File: config.mk
export PLATFORM = sky130hd
export DESIGN_NAME = aud_ctl_regs
export DESIGN_NICKNAME = d
export VERILOG_FILES = /design/src/rtl/aud_ctl_pkg.sv /design/src/rtl/aud_addr_dec.sv /design/src/rtl/aud_irq_ctl.sv /design/src/rtl/aud_hdr_arm.sv /design/src/rtl/aud_ctl_regs.sv
export SDC_FILE = /design/constraint.sdc
export NUM_CORES = 1
export LEC_CHECK = 0
export BUFFER_PORTS_ARGS = -buffer_cell sky130_fd_sc_hd__clkbuf_2
export CAP_MARGIN = 20
export CORE_MARGIN = 4
export CORE_UTILIZATION = 42
export DETAILED_ROUTE_END_ITERATION = 10
export GPL_ROUTABILITY_DRIVEN = 0
export PLACE_DENSITY = 0.78
export SYNTH_ARGS = -nofsm -noshare
export SYNTH_HDL_FRONTEND = slang
export SYNTH_SLANG_ARGS = --single-unit
File: constraint.sdc
create_clock -name clk -period 2.61 [get_ports clk]
set_input_delay 0.522 -clock clk [delete_from_list [all_inputs] [get_ports clk]]
set_output_delay 0.522 -clock clk [all_outputs]
set_load 0.01 [all_outputs]
File: src/rtl/aud_ctl_pkg.sv
package aud_ctl_pkg;
    typedef enum logic [1:0] {
        SEL_CTRL = 2'd0,
        SEL_BUS  = 2'd1,
        SEL_MODE = 2'd2,
        SEL_RUN  = 2'd3
    } reg_sel_e;

    typedef struct packed {
        logic en;
        logic mode;
        logic dir;
        logic run;
        logic skip;
        logic own;
    } ctl_state_t;

    localparam int DATA_W = 8;
endpackage

File: src/rtl/aud_addr_dec.sv
module aud_addr_dec
    import aud_ctl_pkg::*;
#(
    parameter int ADDR_W = 8,
    parameter logic [ADDR_W-1:0] BASE = 8'h40
) (
    input  logic [ADDR_W-1:0] addr,
    output logic              hit,
    output reg_sel_e          sel
);
    localparam int HI = ADDR_W - 1;

    always_comb begin
        hit = (addr[HI:2] == BASE[HI:2]);
        sel = reg_sel_e'(addr[1:0]);
    end
endmodule

File: src/rtl/aud_irq_ctl.sv
module aud_irq_ctl (
    input  logic clk,
    input  logic rst_n,
    input  logic run_q,
    input  logic run_d,
    input  logic set_req,
    input  logic rd_clr,
    output logic irq
);
    logic irq_d, irq_q;

    always_comb begin
        irq_d = irq_q;
        if (rd_clr)            irq_d = 1'b0;
        if (set_req && run_q)  irq_d = 1'b1;
        if (!run_d)            irq_d = 1'b0;
    end

    always_ff @(posedge clk or negedge rst_n) begin
        if (!rst_n) irq_q <= 1'b0;
        else        irq_q <= irq_d;
    end

    assign irq = irq_q;

    // engine set beats a same-cycle clearing read
    a_r4_set_wins: assert property (@(posedge clk) disable iff (!rst_n)
        (set_req && run_q && run_d) |=> irq);
    // clearing read with no concurrent set drops the interrupt
    a_r3_read_clears: assert property (@(posedge clk) disable iff (!rst_n)
        (rd_clr && !set_req) |=> !irq);
endmodule

File: src/rtl/aud_hdr_arm.sv
module aud_hdr_arm (
    input  logic clk,
    input  logic rst_n,
    input  logic wr_mode,
    input  logic wbit,
    output logic clr_pulse
);
    typedef struct packed {
        logic arm;
        logic pulse;
    } hdr_t;

    hdr_t s_d, s_q;

    always_comb begin
        s_d.arm   = wr_mode ? wbit : s_q.arm;
        s_d.pulse = wr_mode && !wbit && s_q.arm;
    end

    always_ff @(posedge clk or negedge rst_n) begin
        if (!rst_n) s_q <= '0;
        else        s_q <= s_d;
    end

    assign clr_pulse = s_q.pulse;

    // the clear is a single-cycle pulse
    a_r7_single_pulse: assert property (@(posedge clk) disable iff (!rst_n)
        clr_pulse |=> !clr_pulse);
endmodule

File: src/rtl/aud_ctl_regs.sv
module aud_ctl_regs
    import aud_ctl_pkg::*;
#(
    parameter int ADDR_W = 8,
    parameter logic [ADDR_W-1:0] BASE = 8'h40
) (
    input  logic              clk,
    input  logic              rst_n,
    input  logic [ADDR_W-1:0] bus_addr,
    input  logic [7:0]        bus_wdata,
    input  logic              bus_rd,
    input  logic              bus_wr,
    output logic [7:0]        bus_rdata,
    input  logic              eng_irq_set,
    input  logic              eng_xfer_done,
    input  logic              eng_busy,
    output logic              eng_enable,
    output logic              eng_mode_play,
    output logic              eng_dir_play,
    output logic              eng_bus_own,
    output logic              eng_run,
    output logic              eng_soft_rst,
    output logic              eng_skip,
    output logic              hdr_clr,
    output logic              cpu_irq
);
    logic     hit;
    reg_sel_e sel;
    logic     wr_hit, rd_hit, rd_clr, irq;
    ctl_state_t s_d, s_q;
    logic     unused_wbits;

    assign unused_wbits = ^bus_wdata[DATA_W-1:2];

    aud_addr_dec #(.ADDR_W(ADDR_W), .BASE(BASE)) u_dec (
        .addr (bus_addr),
        .hit  (hit),
        .sel  (sel)
    );

    assign wr_hit = bus_wr && hit;
    assign rd_hit = bus_rd && hit;
    assign rd_clr = rd_hit && (sel == SEL_CTRL) && !s_q.mode;

    always_comb begin
        s_d = s_q;
        if (eng_xfer_done) s_d.own = 1'b0;
        if (wr_hit) begin
            unique case (sel)
                SEL_CTRL: s_d.en = ~bus_wdata[0];
                SEL_BUS: begin
                    s_d.own = bus_wdata[0];
                    s_d.dir = bus_wdata[1];
                end
                SEL_MODE: s_d.mode = bus_wdata[0];
                SEL_RUN: begin
                    s_d.run  = bus_wdata[0];
                    s_d.skip = bus_wdata[1];
                end
                default: ;
            endcase
        end
        if (!s_d.run) s_d.own = 1'b0;
    end

    always_ff @(posedge clk or negedge rst_n) begin
        if (!rst_n) s_q <= '0;
        else        s_q <= s_d;
    end

    aud_irq_ctl u_irq (
        .clk     (clk),
        .rst_n   (rst_n),
        .run_q   (s_q.run),
        .run_d   (s_d.run),
        .set_req (eng_irq_set),
        .rd_clr  (rd_clr),
        .irq     (irq)
    );

    aud_hdr_arm u_hdr (
        .clk       (clk),
        .rst_n     (rst_n),
        .wr_mode   (wr_hit && (sel == SEL_MODE)),
        .wbit      (bus_wdata[1]),
        .clr_pulse (hdr_clr)
    );

    always_comb begin
        bus_rdata = '0;
        if (rd_hit) begin
            unique case (sel)
                SEL_CTRL: bus_rdata[0] = irq;
                SEL_BUS:  bus_rdata[0] = s_q.own;
                SEL_MODE: begin
                    bus_rdata[0] = s_q.mode;
                    bus_rdata[1] = irq && !s_q.mode;
                end
                SEL_RUN: begin
                    bus_rdata[0] = s_q.run;
                    bus_rdata[1] = eng_busy;
                end
                default: ;
            endcase
        end
    end

    assign eng_enable    = s_q.en;
    assign eng_mode_play = s_q.mode;
    assign eng_dir_play  = s_q.dir;
    assign eng_bus_own   = s_q.own;
    assign eng_run       = s_q.run;
    assign eng_soft_rst  = ~s_q.run;
    assign eng_skip      = s_q.skip;
    assign cpu_irq       = irq;

    // soft reset never coexists with a pending interrupt or bus hand-over
    a_r8_reset_quiet: assert property (@(posedge clk) disable iff (!rst_n)
        !eng_run |-> (!cpu_irq && !eng_bus_own));
    // transfer-done releases the bus when no write intervenes
    a_r5_done_release: assert property (@(posedge clk) disable iff (!rst_n)
        (eng_xfer_done && !bus_wr) |=> !eng_bus_own);
    // an outside write leaves the control state alone
    a_r10_outside_write: assert property (@(posedge clk) disable iff (!rst_n)
        (bus_wr && !hit && !eng_xfer_done) |=>
            ($stable(eng_enable) && $stable(eng_mode_play) && $stable(eng_run)
             && $stable(eng_skip) && $stable(eng_dir_play) && $stable(eng_bus_own)));
    // idle bus reads zero
    a_r10_idle_zero: assert property (@(posedge clk) disable iff (!rst_n)
        !bus_rd |-> (bus_rdata == 8'h00));
endmodule

# After elaboration in Yosys (flattened, before gate mapping)
# Cells that the tools add are included.
[totals]
out_inout_bits = 17
elab_cells = 43
reg_bits = 9
inputBits = 23
[op_classes]
bitwise = 2
reduce_logical = 16
n_eq_ne = 5
n_mux = 11
[ops]
columns = ["cell", "n"]
rows = [
  ["$logic_and A1 B1 Y1", 9],
  ["$reduce_and A2 Y1", 4],
  ["$eq A6 B5 Y1 const B", 1],
  ["$mux W1", 6],
  ["$eq A2 B2 Y1 const B", 2],
  ["$mux W2", 2],
  ["$pmux W1 S4", 1],
  ["$mux W3", 1],
  ["$ne A3 B2 Y1 const B", 1],
  ["$eq A2 B1 Y1 const B", 1],
  ["$logic_not A1 Y1", 2],
  ["$logic_not A2 Y1", 1],
  ["$not A1 Y1", 2],
  ["$pmux W1 S2", 1],
]

# Logic depth before layout (Yosys ltp)
# Gate-level depths: netlist (run 1).
[logic_depth]
word_depth = 7
mapped_depth = 4
depth_no_buf = 3

# Cells and area by module
# Synthesis (run 1) repeated with hierarchy kept, for this count alone.
[unflattened]
hier_cells = 48
area_unflattened_um2 = 546.8
[by_module_without_submodules]
columns = ["module", "cells_per_inst", "seq_area_each_um2", "area_each_um2", "instances"]
rows = [
  ["aud_ctl_regs", 36, 150.1, 394.1, 1],
  ["aud_hdr_arm", 4, 50.0, 75.1, 1],
  ["aud_irq_ctl", 4, 25.0, 42.5, 1],
  ["aud_addr_dec", 4, 0.0, 35.0, 1],
]

# Least setup slack after synthesis (run 1)
# No wires, ideal clock.
[synth_timing]
path_kind = "input port to output port"
from = "input bus_addr[3]"
to = "output bus_rdata[1]"
t_arrival_ps = 1509
required_ps = 2088
path_slack_ps = 579
path_stages = 3
n_path_buf = 0
cell_sequence = "nor4_4 -> nand3_1 -> nor3b_1"
[synth_between]
elab_chain_cells = 3
[synth_rtl]
columns = ["element", "line_no", "source"]
rows = [
  ["start, declared", "aud_ctl_regs.sv:9", "input logic [ADDR_W-1:0] bus_addr,"],
  ["$eq A6 B5 Y1", "aud_addr_dec.sv:14", "hit = (addr[HI:2] == BASE[HI:2]);"],
  ["$logic_and A1 B1 Y1", "aud_ctl_regs.sv:42", "assign rd_hit = bus_rd && hit;"],
  ["$mux W2", "aud_ctl_regs.sv:91", "if (rd_hit) begin"],
  ["end, declared", "aud_ctl_regs.sv:13", "output logic [7:0] bus_rdata,"],
]
# Every way passes these cells.

# Worst setup path in the final report (run 1)
[layout_timing]
from = "input bus_addr[1]"
to = "output bus_rdata[0]"
[layout_between]
elab_chain_cells = 3
word_cells_on_any_way = 6
classes_between = "eq/ne: 3; mux: 2; reduce/logical: 1"
[layout_rtl]
columns = ["element", "line_no", "source"]
rows = [
  ["$eq A2 B2 Y1, or another cell as far along", "aud_ctl_regs.sv:92", "unique case (sel)"],
  ["$pmux W1 S4 *", "aud_ctl_regs.sv:92", ""],
  ["$mux W2 *", "aud_ctl_regs.sv:91", ""],
]
# Mark *: on every way between the ends. The rest lies on a longest branch, timed or not.

==> results of run 1 <==
## worst register-to-register path, stage by stage (launching register included)
cell and delay [ns]:
dfrtp_1 0.41, nor3_1 0.06, a41o_2 0.27, a22oi_1 0.15
## kinds of logic (layout without fill, tap and decap cells)
logic type / after synthesis / in the layout / share of synthesized area [%]
mux: 6 / 6 / 13.6
other cells: 1 / 6 / 0.656
compound gates: 6 / 6 / 8.53
simple gates: 21 / 21 / 27.4
flops: 9 / 9 / 39.4
buf+inv: 10 / 35 / 10.5
## power groups by stage
stage	registers [mW]	logic (mW)	clock network (mW)
finish	0.152	0.0677	0.102
floorplan	0.158	0.0388	0
global placement	0.155	0.0662	0
CTS	0.153	0.0683	0.107
detailed placement	0.155	0.0681	0
global route	0.154	0.0762	0.114
## cells in the final DEF (no fill, tap or decap), types with 2 or more instances in the layout
cell,n
nor3b_1,3
nand4_1,2
inv_1,3
nor2b_1,3
mux2_2,4
conb_1,6
clkbuf_2,27
a31o_2,2
clkbuf_4,3
a22oi_1,2
nand3_1,4
nand2_1,2
dfrtp_1,9
## how the worst min path moves through the flow
stage               start                     to  slack [ns]  depth (start not counted)
floorplan           rst_n  eng_bus_own$_DFF_PN0_        0.23                          0
global placement    rst_n      eng_run$_DFF_PN0_        0.38                          1
detailed placement  rst_n      eng_run$_DFF_PN0_        0.39                          1
CTS                 rst_n      eng_run$_DFF_PN0_        0.12                          1
global route        rst_n   eng_skip$_DFFE_PN0P_        0.12                          1
finish              rst_n      eng_run$_DFF_PN0_        0.12                          1
## metrics by stage
| step | power (mW) | std cells | setup WS (ns) | instance area [sq um] |
|---|---|---|---|---|
| CTS | 0.328 | 98 | 0.608 | 729 |
| finish | 0.322 | 98 | 0.615 | 729 |
| global route | 0.344 | 98 | 0.551 | 729 |
| global placement | 0.221 | 94 | 0.620 | 703 |
| floorplan | 0.197 | 58 | 0.579 | 591 |
| detailed placement | 0.223 | 94 | 0.607 | 703 |
## final cells by class
type                       instances  area (sq um)
multi-input combinational         39           305
sequential                         9           225
tap                               15          18.8
fill                             122           556
clock buffer                       4          26.3
inverter                           3          11.3
timing repair buffer              28           143
## synthesized netlist by cell type, drive strengths merged, types with 2 or more instances
cell type and instances:
dfrtp 9, buf 6, mux2 4, nand3 4, inv 3, nor2b 3, nor3b 3, a22oi 2
a31o 2, nand2 2, nand4 2
## metal layers
metal	part of all wire, %	GRT usage (%)
met5	0	0
met4	0.17	5.26
met3	9.4	1.20
met2	51	24.1
met1	39	16.2
## flip-flops by register name, summed over array words and instances, names as in the netlist
name / count
u_hdr.clr_pulse: 1
eng_run: 1
eng_dir_play: 1
eng_bus_own: 1
u_irq.irq: 1
u_hdr.s_q: 1
eng_mode_play: 1
eng_skip: 1
eng_enable: 1
==> impl_metrics.ini, run 1 <==
[power]
p_sw_share_pct = 26.0
powerDensity_nw_per_um2 = 441
pwr-share-seq_pct = 47.4
intPower_mw = 0.238
p_comb_share_pct = 21.0
p_leak_nw = 0.407
irDropWorstVdd_v = 0.000331
clkPwrFrac_pct = 31.6
switching_power_mw = 0.0837

[setup_path]
crit_buf_inv = 2
r2r-start = eng_mode_play$_DFFE_PN0P_
cp-start-kind = primary input
crit_type = primary input to primary output
cp-end-kind = primary output
cp_max_fo = 7
r2r-end = u_irq.irq$_DFFE_PN0P_
critPathLaunch = bus_addr[1]
critPathTopFamily = multiplexers
crit_slowest_cell = mux4_2
crit_chain = clkbuf_2 > mux4_2 > nor2b_1 > clkbuf_2
r2r_cells = 3
required_ns = 2.09
slowest_delay_ns = 0.51
crit_top_cell = clkbuf_2
cp.depth = 4
cp-endpoint = bus_rdata[0]
cp.arrival_ns = 1.47
rrSetupSlack_ns = 1.64

[min_path]
hold_path.class = primary input to asynchronous set/reset pin

[timing]
slew_viol_final = 0
finalClockSkew_ns = 0.000258
setup-tns-final_ns = 0
fin_hold_ws_ns = 0.116
max_freq_ghz = 0.501
setup_viol = 0
final.min_clock_period_ns = 2.00
period_share_pct = 76.5
hold_violations = 0
rsz0062_at_grt = false

[placement]
hpwl_um = 1010
portBuffers = 27

[clocking]
clock_path_buffers = 2
cts_tree = done
cts.repair.resized = 0
cts-buffers-inserted = 3
clock-sinks = 9
clk_latency_ns = 0.25
htree_levels = 1
path_clk_slew_ns = 0.06
cts_setup_buffers = 0
postCtsHoldBufs = 0
clock-root-buffer = clkbuf_4

[layout]
utilization_pct = 56.8
syn_to_final_growth_pct = 27.6
num_antenna_cells = 0
finalNetCount = 107
final_layout_size_suffix_gt1_share_pct = 49.4

[die]
rows = 13
die_w_um = 44.9
io_pins = 40
start_util_pct = 44.5
core_area_sq_um = 1280
die_h_um = 44.9
die_area_sq_um = 2020

[routing]
vias = 490
wl_um = 1180
drc_errors = 0
wl_per_cell_um = 12.0
viasPerCell = 5.00
detail_route.first_pass.iterations = 4
drt.antenna.violating_nets = 0
drtIter0Drc = 3

[yosys]
syn_area_sq_um = 572
synth_cells = 53
synth.largest_area_cell = dfrtp_1
postSynthAreaPerCell_sq_um = 10.8
synth_flop_cell = dfrtp_1
ys_seq_elements = 9
yosysSeqAreaShare_pct = 39.4
yosys_warnings = 0
synth.top_cell.area_share_pct = 39.4
synth.top_cells.by_area = dfrtp_1, buf_4, mux2_2
async_reset_ff_share_pct = 100
ys_types = 24
synth-edff-count = 0

[grt]
grt_max_degree = 10
grt-ovfl-total = 0
grt_pass1_vias = 492
groute.usage.overall_pct = 13.3
antenna_found_initial = 0
grt_pass1_wl_um = 2010

[run_status]
status = finished, final reports clean

[flow_run]
max-cap-violations = 0
No activity file was read; power rests on OpenSTA's default activity.
==> run 2: changes to the inputs <==
CORE_UTILIZATION = 35   (was 42)
PLACE_DENSITY = 0.69   (was 0.78)
clock period = 1.7 ns   (was 2.61 ns; I/O delays follow)
==> run 2 against run 1 <==
  * The run now ends with setup timing left
  * Cell count rose by 7.1%
  * Total power rose by 59%
  * Worst hold slack improved by 0.18 ns
  * Sequential share of layout area fell by 2.6 points
  * Clock power rose by 53%
  * Via count rose by 4.3%
  * Non-clock buffer count rose by 6
  * Routed wire length rose by 6.4%
  * Critical path type is now flop to primary output
  * Critical endpoint unchanged
  * Largest cell class unchanged
  * Largest power group unchanged
==> impl_metrics.ini, run 2 (synthesis results as in run 1) <==
[routing]
wl_um = 1260
drtIter0Drc = 4
drc_errors = 0
wl_per_cell_um = 12.0
drt.antenna.violating_nets = 0
detail_route.first_pass.iterations = 3
viasPerCell = 4.87
vias = 511

[clocking]
path_clk_slew_ns = 0.06
clock-sinks = 9
clock-root-buffer = clkbuf_4
clock_path_buffers = 2
cts_tree = done
clk_latency_ns = 0.25
cts-buffers-inserted = 3
htree_levels = 1

[timing]
finalClockSkew_ns = 0.000210
max_freq_ghz = 0.584
setup-tns-final_ns = -0.0118
final.min_clock_period_ns = 1.71
setup_viol = 1
fin_hold_ws_ns = 0.292
setup_ws_ns = -0.0118
period_share_pct = 101
hold_violations = 0
slew_viol_final = 0
rsz0062_at_grt = true

[layout]
postLayoutCellArea_sq_um = 797
multi_input_area_sq_um = 318
layout_commonest_cell = clkbuf_2
seqCellArea_sq_um = 225
finalNetCount = 113
layout_common_cells = clkbuf_2, dfrtp_1, conb_1, buf_4, mux2_2
syn_to_final_growth_pct = 39.4
n_fill_cell = 152
final_layout_size_suffix_gt1_share_pct = 53.9
num_antenna_cells = 0
final_cells = 105

[setup_path]
required_ns = 1.36
cp_max_fo = 4
crit_slowest_cell = mux4_2
cp-end-kind = primary output
cp.arrival_ns = 1.37
crit_type = flop to primary output
slowest_delay_ns = 0.47
cp-start-kind = flop
crit_chain = mux4_2 > nor2b_4 > buf_6

[power]
pwr-share-seq_pct = 45.4
total_power_mw = 0.511
powerDensity_nw_per_um2 = 641
intPower_mw = 0.379
p_leak_nw = 0.441
p_sw_share_pct = 25.9
clkPwrFrac_pct = 30.5
switching_power_mw = 0.132
p_comb_share_pct = 24.0
irDropWorstVdd_v = 0.000456

[placement]
dp_cells = 96
postPlaceCellArea_sq_um = 712
hpwl_um = 983
portBuffers = 27

[die]
rows = 14
start_util_pct = 37.5
die_h_um = 48.4
die_area_sq_um = 2340
die_w_um = 48.4
core_area_sq_um = 1520
io_pins = 40

[run_status]
status = finished, violations left
violations = setup timing

[grt]
grt_pass1_wl_um = 2250
grt_pass1_vias = 513
grt-ovfl-total = 0
grt_max_degree = 10
groute.usage.overall_pct = 11.7
antenna_found_initial = 0

[flow_run]
max-cap-violations = 0

[min_path]
hold_path.class = primary input to flop
run 2: cell types whose count changed in the layout (fill, tap and decap cells not counted), sizes merged:
cell / delta
buf: +6
clkbuf: -1
dlygate4sd3: +1
run 2: timing repair:
action                     CTS  global route
setup endpoints to repair    1             1
hold endpoints to repair     9             0
hold buffers                 1             0
resized for setup            0             5
setup buffers                4             0
run 2: worst paths after layout:
kind	end	slack [ns]	from	depth (start not counted)
worst max register to register	eng_bus_own$_DFF_PN0_	0.72	eng_run$_DFF_PN0_	4
max in group asynchronous	eng_skip$_DFFE_PN0P_	1.03	rst_n	2
worst min-delay path	u_hdr.clr_pulse$_DFF_PN0_	0.29	bus_wdata[1]	2
min in group asynchronous	eng_run$_DFF_PN0_	0.48	rst_n	2
worst min register to register	eng_dir_play$_DFFE_PN0P_	0.50	eng_dir_play$_DFFE_PN0P_	1
worst max-delay path	bus_rdata[0]	-0.01	eng_mode_play$_DFFE_PN0P_	3
run 2: layout make-up:
class	count	area share (%)
tap	16	2.51
inverter	3	1.41
clock buffer	4	3.30
timing repair buffer	34	24.6
multi-input combinational	39	39.9
sequential	9	28.3
run 2: through the flow:
| step | util [%] | worst slack [ns] |
|---|---|---|
| 2_1_floorplan | - | 0.0333 |
| 3_3_place_gp | 46.7 | 0.146 |
| 3_5_place_dp | 46.7 | 0.150 |
| 4_1_cts | 51.1 | -0.0171 |
| 5_1_grt | 52.3 | -0.0659 |
| 6_report | 52.3 | -0.0118 |
run 2: per-layer routing:
metal,GRT usage (%),up-vias,wire [um],share of wire (%)
met5,0,-,0,0
met4,4.15,0,9,0.72
met3,4.29,2,87,6.9
met2,17.8,18,632,50
met1,15.1,236,525,42
li1,-,255,-,-
run 2: worst max-delay path: cells and delay by family, from the launching register on:
family / cells / cell delay [ns]
simple gates: 1 / 0.14
flops: 1 / 0.40
buf+inv: 1 / 0.11
mux: 1 / 0.47
run 2: power groups by stage:
stage | Sequential [mW] | Combinational, mW | Clock (mW)
finish | 0.232 | 0.123 | 0.156
global route | 0.233 | 0.137 | 0.185
CTS | 0.232 | 0.121 | 0.167
detailed placement | 0.239 | 0.106 | 0
global placement | 0.238 | 0.104 | 0
floorplan | 0.242 | 0.0595 | 0
==> run 3: changes to the inputs <==
ABC_AREA = 1   (was default)
CORE_UTILIZATION = 36   (was 35)
==> run 3 against run 2 <==
  * The flow now finishes without violations
  * Global-route usage up 0.49 points
  * Sequential share of layout area up 0.68 points
  * Worst hold slack worse by 0.017 ns
  * First-iteration DRC count rose to 2.8 times the previous value
  * Clock skew about the same
  * Largest power group unchanged
  * Utilization down 1.8 points
  * Synthesized cell count up 66%
==> impl_metrics.ini, run 3 <==
[run_status]
status = finished, final reports clean

[clocking]
cts_setup_buffers = 0
cts.repair.resized = 0
clk_latency_ns = 0.26
cts_tree = done
cts-buffers-inserted = 3
clock_path_buffers = 2
htree_levels = 1
clock-sinks = 9
clock-root-buffer = clkbuf_4
path_clk_slew_ns = 0.06

[yosys]
synth.top_cells.by_area = dfrtp_1, nand2_1, inv_1
synth.most_common_cell = nand2_1
ys_types = 19
syn_area_sq_um = 606
ys_top_cells_by_count = nand2_1, inv_1, dfrtp_1
synth.largest_area_cell = dfrtp_1
async_reset_ff_share_pct = 100
synth_cells = 88
postSynthAreaPerCell_sq_um = 6.88
yosys_warnings = 0
synth_flop_cell = dfrtp_1
yosysSeqAreaShare_pct = 37.2
ys_seq_elements = 9
synth-edff-count = 0
synth.top_cell.area_share_pct = 37.2

[layout]
num_antenna_cells = 0
syn_to_final_growth_pct = 28.5
final_layout_size_suffix_gt1_share_pct = 35.0
finalNetCount = 144
layout_common_cells = nand2_1, clkbuf_2, inv_1, dfrtp_1, nor2_1
final_cells = 136
postLayoutCellArea_sq_um = 778

[timing]
max_freq_ghz = 0.639
finalClockSkew_ns = 0.0000797
setup-tns-final_ns = 0
slew_viol_final = 0
setup_ws_ns = 0.136
final.min_clock_period_ns = 1.56
period_share_pct = 92.0
rsz0062_at_grt = false
setup_viol = 0
hold_violations = 0

[setup_path]
cp-start-kind = primary input
rrSetupSlack_ns = 0.78
crit_type = primary input to primary output
r2r-start = eng_run$_DFF_PN0_
critPathLaunch = bus_addr[5]
critPathTopFamily = simple AND/OR/NAND/NOR gates
slowest_delay_ns = 0.18
r2r-end = eng_bus_own$_DFF_PN0_
crit_top_cell = clkbuf_2
required_ns = 1.36
crit_slowest_cell = nor2_1
cp.depth = 7
r2r_cells = 6
crit_chain = clkbuf_2 > nor2_2 > nand3_2 > nor2_1 > inv_1 > a21oi_1 > clkbuf_2
crit_buf_inv = 3
cp_max_fo = 3
cp.arrival_ns = 1.22
cp-end-kind = primary output
cp-endpoint = bus_rdata[0]

[power]
pwr-share-seq_pct = 48.3
p_sw_share_pct = 26.6
clkPwrFrac_pct = 34.1
p_comb_share_pct = 17.6
switching_power_mw = 0.125
powerDensity_nw_per_um2 = 605
p_leak_nw = 0.443
irDropWorstVdd_v = 0.000383
intPower_mw = 0.345
total_power_mw = 0.471

[die]
die_h_um = 49.0
core_area_sq_um = 1540
start_util_pct = 39.3
io_pins = 40
rows = 14
die_w_um = 49.0
die_area_sq_um = 2400

[placement]
portBuffers = 27
dp_cells = 131
pre_cts_ws_ns = 0.149
postPlaceCellArea_sq_um = 742
hpwl_um = 1140

[routing]
detail_route.first_pass.iterations = 4
wl_per_cell_um = 9.69
wl_um = 1320
viasPerCell = 4.53
drt.antenna.violating_nets = 0
drc_errors = 0
drtIter0Drc = 11
vias = 616

[grt]
groute.usage.overall_pct = 12.2
antenna_found_initial = 0
grt-ovfl-total = 0
grt_pass1_wl_um = 2330
grt_max_degree = 10
grt_pass1_vias = 574

[min_path]
hold_path.class = primary input to flop

[flow_run]
max-cap-violations = 0
==> run 3: changes by cell type in the layout (fill, tap and decap cells not counted), sizes merged, moves of 3 or more <==
| cell | before | now |
|---|---|---|
| nand2 | 2 | 28 |
| inv | 3 | 15 |
| nor2 | 1 | 12 |
| buf | 7 | 1 |
| o21ai | 0 | 5 |
| mux2 | 4 | 0 |
| a21oi | 1 | 4 |
| nor2b | 3 | 0 |
==> run 3: logic make-up (layout without fill, tap and decap cells) <==
kind of cell	Yosys count	in the layout	share of synthesized area [%]
simple gates	46	46	35.3
compound gates	10	10	9.50
buf+inv	22	49	17.4
flops	9	9	37.2
other cells	1	6	0.619
==> run 3: power groups by stage <==
stage / sequential (mW) / combinational [mW] / clock [mW]
floorplan: 0.233 / 0.0481 / 0
global placement: 0.231 / 0.0803 / 0
detailed placement: 0.231 / 0.0814 / 0
CTS: 0.227 / 0.0836 / 0.168
global route: 0.229 / 0.0953 / 0.185
finish: 0.227 / 0.0827 / 0.161
==> run 3: area by class of cell <==
type                       count  area [sq um]
tap                           16          20.0
inverter                      16          60.1
sequential                     9           225
clock buffer                   4          26.3
multi-input combinational     62           294
fill                         164           763
timing repair buffer          29           153
==> run 3: what timing repair did <==
| action | in CTS | in global routing |
|---|---|---|
| setup endpoints to repair | 0 | 0 |
| hold buffers | 1 | 0 |
| hold endpoints to repair | 9 | 0 |
==> run 3: layer usage <==
layer	GRT usage (%)	vias to the layer above	part of all wire [%]
met5	0	-	0
met4	2.69	0	0.68
met3	7.34	2	9.7
met2	20.9	18	52
met1	12.7	273	38
li1	-	323	-
==> run 3: worst min-delay path by stage <==
stage	startpoint	endpoint	slack (ns)	cells after the start
2_1_floorplan	rst_n	eng_bus_own$_DFF_PN0_	0.04	0
3_3_place_gp	rst_n	u_hdr.clr_pulse$_DFF_PN0_	0.20	1
3_5_place_dp	rst_n	u_hdr.clr_pulse$_DFF_PN0_	0.21	1
4_1_cts	bus_wdata[1]	u_hdr.clr_pulse$_DFF_PN0_	0.27	2
5_1_grt	bus_wdata[1]	u_hdr.clr_pulse$_DFF_PN0_	0.27	2
6_report	bus_wdata[1]	u_hdr.clr_pulse$_DFF_PN0_	0.28	2
==> run 3: stage by stage <==
step	utilization [%]	hold slack [ns]
final	50.5	0.276
after global routing	50.5	0.274
after CTS	50.5	0.275
after detailed placement	48.1	0.208
after global placement	48.1	0.205
after floorplan	-	0.0444
